`config.mk`:
```
export PLATFORM = sky130hd
export DESIGN_NAME = exc_capture_unit
export DESIGN_NICKNAME = d
export VERILOG_FILES = /design/src/rtl/exc_pkg.sv /design/src/rtl/exc_slot_track.sv /design/src/rtl/exc_state_regs.sv /design/src/rtl/exc_capture_unit.sv
export SDC_FILE = /design/constraint.sdc
export NUM_CORES = 1
export LEC_CHECK = 0
export BUFFER_PORTS_ARGS = -buffer_cell sky130_fd_sc_hd__buf_4
export CAP_MARGIN = 10
export CORE_AREA = 2 2 79 96
export CTS_CLUSTER_DIAMETER = 200
export CTS_CLUSTER_SIZE = 10
export DETAILED_ROUTE_END_ITERATION = 10
export DIE_AREA = 0 0 81 98
export PLACE_DENSITY = 0.91
export SLEW_MARGIN = 20
export SYNTH_ARGS = -nofsm -noshare
export SYNTH_HDL_FRONTEND = slang
export SYNTH_SLANG_ARGS = --single-unit
export TNS_END_PERCENT = 5
```
`constraint.sdc`:
```
create_clock -name clk -period 2.9 [get_ports clk]
set_input_delay 0.145 -clock clk [delete_from_list [all_inputs] [get_ports clk]]
set_output_delay 0.145 -clock clk [all_outputs]
set_load 0.02 [all_outputs]
```
`src/rtl/exc_pkg.sv`:
```
package exc_pkg;
    localparam int XLEN     = 32;
    localparam int CODE_W   = 5;
    localparam int BD_POS   = XLEN - 1;
    localparam int CODE_LSB = 2;
    localparam logic [XLEN-1:0] INSTR_BYTES = XLEN'(4);
    localparam logic [CODE_W-1:0] CODE_INT  = '0;

    typedef struct packed {
        logic              bd;
        logic [CODE_W-1:0] code;
        logic [XLEN-1:0]   epc;
    } exc_rec_t;

    function automatic logic [XLEN-1:0] restart_addr(input logic [XLEN-1:0] pc,
                                                     input logic in_slot);
        return in_slot ? (pc - INSTR_BYTES) : pc;
    endfunction

    function automatic logic [XLEN-1:0] pack_cause(input logic bd,
                                                   input logic [CODE_W-1:0] code);
        logic [XLEN-1:0] c;
        c = '0;
        c[BD_POS] = bd;
        c[CODE_LSB +: CODE_W] = code;
        return c;
    endfunction
endpackage

```
`src/rtl/exc_slot_track.sv`:
```
module exc_slot_track
    import exc_pkg::*;
(
    input  logic clk,
    input  logic rst,
    input  logic cmt_valid,
    input  logic cmt_is_branch,
    input  logic flush_now,
    output logic in_slot
);
    always_ff @(posedge clk) begin
        if (rst)            in_slot <= 1'b0;
        else if (flush_now) in_slot <= 1'b0;
        else if (cmt_valid) in_slot <= cmt_is_branch;
    end


    slot_cleared_by_flush_chk: assert property (@(posedge clk) disable iff (rst)
        flush_now |=> !in_slot);

    slot_held_when_idle_chk: assert property (@(posedge clk) disable iff (rst)
        (!cmt_valid && !flush_now) |=> $stable(in_slot));
endmodule

```
`src/rtl/exc_state_regs.sv`:
```
module exc_state_regs
    import exc_pkg::*;
(
    input  logic            clk,
    input  logic            rst,
    input  logic            take,
    input  logic            ret,
    input  exc_rec_t        rec,
    output logic [XLEN-1:0] epc,
    output logic [XLEN-1:0] cause,
    output logic            exc_level
);
    always_ff @(posedge clk) begin
        if (rst) begin
            epc       <= '0;
            cause     <= '0;
            exc_level <= 1'b0;
        end else if (take) begin
            epc       <= rec.epc;
            cause     <= pack_cause(rec.bd, rec.code);
            exc_level <= 1'b1;
        end else if (ret) begin
            exc_level <= 1'b0;
        end
    end


    bd_follows_record_chk: assert property (@(posedge clk) disable iff (rst)
        take |=> (cause[BD_POS] == $past(rec.bd)));

    eret_keeps_state_chk: assert property (@(posedge clk) disable iff (rst)
        (ret && !take) |=> ($stable(epc) && $stable(cause) && !exc_level));
endmodule

```
`src/rtl/exc_capture_unit.sv`:
```
module exc_capture_unit
    import exc_pkg::*;
#(
    parameter logic [31:0] HANDLER_VEC = 32'h8000_0180
) (
    input  logic              clk,
    input  logic              rst,
    input  logic              cmt_valid,
    input  logic [31:0]       cmt_pc,
    input  logic              cmt_is_branch,
    input  logic              cmt_eret,
    input  logic              exc_req,
    input  logic [4:0]        exc_code,
    input  logic              irq,
    output logic [31:0]       epc,
    output logic [31:0]       cause,
    output logic              exc_level,
    output logic              redirect_valid,
    output logic [31:0]       redirect_pc,
    output logic              flush
);
    logic     take, ret, in_slot;
    exc_rec_t rec;

    always_comb begin
        take     = cmt_valid && (exc_req || irq);
        ret      = cmt_valid && cmt_eret && !take;
        rec.bd   = in_slot;
        rec.code = irq ? CODE_INT : exc_code;
        rec.epc  = restart_addr(cmt_pc, in_slot);
    end

    exc_slot_track u_track (
        .clk          (clk),
        .rst          (rst),
        .cmt_valid    (cmt_valid),
        .cmt_is_branch(cmt_is_branch),
        .flush_now    (take || ret),
        .in_slot      (in_slot)
    );

    exc_state_regs u_regs (
        .clk      (clk),
        .rst      (rst),
        .take     (take),
        .ret      (ret),
        .rec      (rec),
        .epc      (epc),
        .cause    (cause),
        .exc_level(exc_level)
    );

    always_ff @(posedge clk) begin
        if (rst) begin
            redirect_valid <= 1'b0;
            redirect_pc    <= '0;
            flush          <= 1'b0;
        end else begin
            redirect_valid <= take || ret;
            flush          <= take || ret;
            if (take)     redirect_pc <= HANDLER_VEC;
            else if (ret) redirect_pc <= epc;
        end
    end


    vector_redirect_chk: assert property (@(posedge clk) disable iff (rst)
        take |=> (redirect_valid && flush && redirect_pc == HANDLER_VEC && exc_level));

    idle_no_redirect_chk: assert property (@(posedge clk) disable iff (rst)
        !cmt_valid |=> (!redirect_valid && !flush));

    eret_target_chk: assert property (@(posedge clk) disable iff (rst)
        ret |=> (redirect_valid && redirect_pc == $past(epc)));
endmodule

```
== After elaboration in Yosys (flattened, before gate mapping) ==
Index checks and enable logic that the tools add are counted.

* Bits in latches: 0
* RAM bits: 0
* Memories kept: 0
* Logic and storage cells: 23
* Memory bits (read-only): 0
* Register bits after elaboration: 73

* Multipliers: 0
* Shifts and indexed selects: 0
* Multiplexer cells: 6
* Eq/ne operators: 0
* Reduce and logical (&&, ||, !) cells: 9
* $add $sub $neg: 1
* Div/mod/pow operators: 0
* Bitwise operators: 0
* Magnitude comparators: 0

{| class="wikitable"
|+ Operators by type and width
! operator !! number
|-
| $mux W32 || 3
|-
| $sub A32 B3 Y32 const B || 1
|-
| $mux W5 || 1
|-
| $reduce_or A2 Y1 || 2
|-
| $logic_and A1 B1 Y1 || 3
|-
| $logic_or A1 B1 Y1 || 2
|-
| $mux W1 || 2
|-
| $reduce_bool A2 Y1 || 1
|-
| $logic_not A1 Y1 || 1
|}

== Logic depth before layout (Yosys ltp) ==
* Word-level depth: 6
* Depth in mapped cells: 6
* Mapped depth without buffers: 6

== Hierarchy ==
From an unflattened synthesis, not the netlist that was laid out.

* Cells, all modules: 398
* Area, all modules: 3469.6 sq um

{| class="wikitable"
|+ By module, submodules not included
! module !! instances !! cells each !! area an instance (sq um)
|-
| exc_capture_unit || 1 || 241 || 1828.0
|-
| exc_state_regs || 1 || 154 || 1601.5
|-
| exc_slot_track || 1 || 3 || 40.0
|}

== Worst setup path before layout ==
Ideal clock, no wire load.

* Path type: register to register
* From: register u_track.in_slot
* To: register u_regs.epc[28]
* Cell stages (with the launch flop): 6
* Period minus slack after synthesis: 2.022 ns
* Arrival time: 1.931 ns
* Required time: 2.809 ns
* Buffers on the path: 1
* Path slack: 0.878 ns
* Path through: dfxtp_1 -> buf_2 -> nor4b_4 -> nand2_1 -> or4b_2 -> a311oi_1

* Longest elaborated chain between the ends: 1

{| class="wikitable"
|+ RTL lines
! item !! RTL line !! source
|-
| from (decl) || exc_slot_track.sv:9 || <nowiki>output logic in_slot</nowiki>
|-
| from (signal assigned) || exc_slot_track.sv:14 || <nowiki>else if (cmt_valid) in_slot <= cmt_is_branch;</nowiki>
|-
| $mux W32 || exc_pkg.sv:17 || <nowiki>return in_slot ? (pc - INSTR_BYTES) : pc;</nowiki>
|-
| to (signal assigned) || exc_state_regs.sv:19 || <nowiki>epc <= rec.epc;</nowiki>
|-
| to (decl) || exc_state_regs.sv:9 || <nowiki>output logic [XLEN-1:0] epc,</nowiki>
|}

No other way between the ends.
A chain may end at the register's enable or synchronous reset.

== Worst setup path in the final report ==
Ends and elaborated chain as after synthesis.

==> flow_summary_export.csv <==
group,metric,value,unit
run_status,outcome,"finished clean",
setup_path,r2r_setup_slack,570,ps
yosys,synth_cell_type_count,39,
global_routing,gr-total-overflow,0,
timing,clock_skew,10.2,ps
final_layout,area.growth.synth_to_final,31.3,%
flow_run,cap_violations,0,
yosys,synth_enable_flop_cells,0,
detailed_routing,drcViolationCount,0,
final_layout,stdcell_area,4490,um^2
clock_tree,post_cts_resized,0,
setup_path,worstPathCellList,"nor4b_4 > nand2_1 > or4b_2 > a311oi_1",
timing,final-setup-viol-count,0,
die,core-area,7060,um^2
clock_tree,cts.hold.buffers_added,0,
setup_path,cells_on_worst_reg2reg_path,4,
global_routing,grt_pass1_vias,3130,
place,place_area,4230,um^2
clock_tree,number_of_buffers_created_by_cts,9,
detailed_routing,dr_total_vias,3425,
setup_path,worst-path-max-fanout,10,
final_layout,final-instance-count-excl-fill,619,
setup_path,cp_data_required_time,3160,ps
detailed_routing,drtIter0Drc,252,
setup_path,critical_path.startpoint,"u_track.in_slot",
setup_path,cp-start-kind,"flop",
yosys,postSynthAreaPerCell,8.11,um^2
yosys,ys_top_cells_by_area,"dfxtp_1 (43%), nand2_1 (8.6%), a21oi_1 (6.0%)",
yosys,yosysWarningCount,0,
timing,finalCriticalPeriod,2330,ps
final_layout,design.final.nets,569,
setup_path,critical_path_arrival,2590,ps
detailed_routing,postRouteAntennaNets,0,
timing,whs,49.9,ps
yosys,post_synth_instance_area,3420,um^2
setup_path,critical_path.reg2reg.endpoint,"u_regs.epc[28]",
setup_path,critPathCapture,"u_regs.epc[28]",
clock_tree,clock_sinks,73,
clock_tree,post_cts_buffers,0,
timing,grt_setup_unrepaired,"false",
global_routing,pin_count_of_the_biggest_net_entering_global_routing,55,
place,placer_congestion,0.870,
die,initial_core_utilization,48.4,%
clock_tree,source_to_sink_clock_delay_at_the_later_pin_of_the_worst_skew_pair,340,ps
setup_path,path_delay_family,"simple AND/OR/NAND/NOR gates",
timing,final-hold-violation-count,0,
setup_path,criticalPathCategory,"flop to flop",
detailed_routing,routed_wirelength,9.58,mm
die,fp.dieW,81,um
setup_path,timing.rr.start,"u_track.in_slot",
setup_path,worst_path_cell_with_the_longest_stage_delay,"or4b_2",
yosys,synth.ff_latch_count,73,
die,rows,34,
place,estimated_wirelength_of_the_detail_placed_design,7.00,mm
timing,tns,0,ps
power_and_ir_drop,p_per_area,548,nW/um^2
yosys,ys_async_sr_fraction,0,%
power_and_ir_drop,cellLeakagePower,1.76,nW
timing,final_clock_period_utilization_by_the_worst_path,80.3,%
yosys,netlist_top_cells_count,"nand2_1 (78), dfxtp_1 (73), a21oi_1 (41)",
setup_path,worst-path-stages,4,
final_layout,drive_gt1_share,27.2,%
yosys,post-synth-top-area-fraction,42.8,%
clock_tree,cts_tree,"built",
worst_hold_path,hold_crit_class,"input port to flop",
timing,maxClockFrequency,430,MHz
global_routing,track_usage,23.9,%
detailed_routing,drtPass1Iterations,6,
global_routing,grt_first_pass_wirelength,14.8,mm
timing,finalMaxSlewViolations,0,
clock_tree,cts-root-to-sink-buffers,2,
die,die_area,7940,um^2
clock_tree,clkSlewWorstSetupHoldPaths,80,ps
yosys,synthCells,421,
place,placement.io_buffers,116,
power_and_ir_drop,max-vdd-ir-drop,0.000408,V
setup_path,critical_path.max_stage_delay,680,ps
yosys,synth_area_leader,"dfxtp_1",
global_routing,antenna_found_initial,0,
setup_path,cp_num_buf_inv,0,
yosys,synth_flop_cell,"dfxtp_1",
yosys,yosysMostFrequentCell,"nand2_1",
place,place_inst,603,
die,die_height,98,um
detailed_routing,routedWlPerCell,15.5,um
final_layout,filler_cell_count,625,
setup_path,timing.critical_path.to_type,"flop",
detailed_routing,vias_per_cell,5.53,
timing,worst-slew-pin-transition,1060,ps
clock_tree,ctsRootBufferMaster,"clkbuf_8",
final_layout,insertedDiodeCount,0,
timing,relSlewSlack,29.1,%
die,floorplan.io_pins,143,
yosys,yosysSeqAreaShare,42.8,%
clock_tree,htreeDepth,3,
metal layers:
layer  up-vias  GRT usage (%)  wire length [um]  share of wire (%)
li1       1660              -                 -                  -
met1      1559           29.7              3800                 40
met2       178           38.7              4700                 49
met3        28           4.90               723                7.5
met4         0           12.0               350                3.7
met5         -              0                 0                  0
metrics by stage:
step           setup slack, ps  power, mW  util [%]
3_5_place_dp               599       1.48      59.9
2_1_floorplan              878       1.33         -
6_report                   573       2.46      63.5
5_1_grt                    422       2.55      63.5
3_3_place_gp               662       1.47      59.9
4_1_cts                    587       2.46      63.5
logic make-up (layout without fill, tap and decap cells):
group | count (synthesis) | in the layout | share of synthesized area [%]
buffers and inverters | 56 | 139 | 9.16
xor gates and xnor gates | 11 | 11 | 2.82
AOI/OAI and AO/OA | 89 | 89 | 16.8
DFF | 73 | 73 | 42.8
and+or+nand+nor | 190 | 190 | 27.9
other | 1 | 26 | 0.110
adders and majority gates | 1 | 1 | 0.366
worst min-delay path by stage:
stage | start | end | slack, ps | cells after the start
after CTS | cmt_pc[1] | u_regs.epc[1] | 40 | 3
after detailed placement | cmt_pc[0] | u_regs.epc[0] | 400 | 3
after global placement | cmt_pc[1] | u_regs.epc[1] | 400 | 3
final | cmt_pc[1] | u_regs.epc[1] | 50 | 3
after global routing | cmt_pc[1] | u_regs.epc[1] | 60 | 3
after floorplan | cmt_pc[0] | u_regs.epc[0] | 280 | 2
area by class of cell:
| type | instances | area [um^2] | area share [%] |
|---|---|---|---|
| tap | 90 | 113 | 2.51 |
| clock inverter | 4 | 98.8 | 2.20 |
| sequential | 73 | 1460 | 32.6 |
| multi-input combinational | 317 | 1740 | 38.8 |
| clock buffer | 12 | 155 | 3.46 |
| timing repair buffer | 121 | 908 | 20.3 |
| inverter | 2 | 7.51 | 0.167 |
registers in the layout (all words and copies together), names as in the netlist:
name              count
flush                 1
redirect_pc          32
u_regs.cause          6
u_regs.epc           32
u_regs.exc_level      1
u_track.in_slot       1
worst register-to-register path, delay by kind of cell (launching register included):
kind,cells,cell delay [ps]
AO/OA/AOI/OAI,1,260
flip-flops,1,500
AND/OR/NAND/NOR,3,1490
where the power goes:
group          switching (mW)  internal, mW  total, mW
Combinational           0.233         0.146      0.379
Clock                   0.368         0.621      0.989
Sequential             0.0418          1.05       1.09
cells in the final DEF, fill, tap and decap left out, types with 4 or more instances in the layout:
cell,n
a211oi_1,11
a21oi_1,41
a311oi_1,16
buf_4,121
clkbuf_8,11
conb_1,26
dfxtp_1,73
nand2_1,78
nand2b_1,5
nand3_1,4
nand3b_1,8
nand4_1,5
nor2_1,40
nor3_1,6
nor4_1,5
o21ai_0,4
o31ai_1,11
or3_1,10
or4_1,18
xor2_1,10
Note: power is estimated with default switching activity, not from simulation.
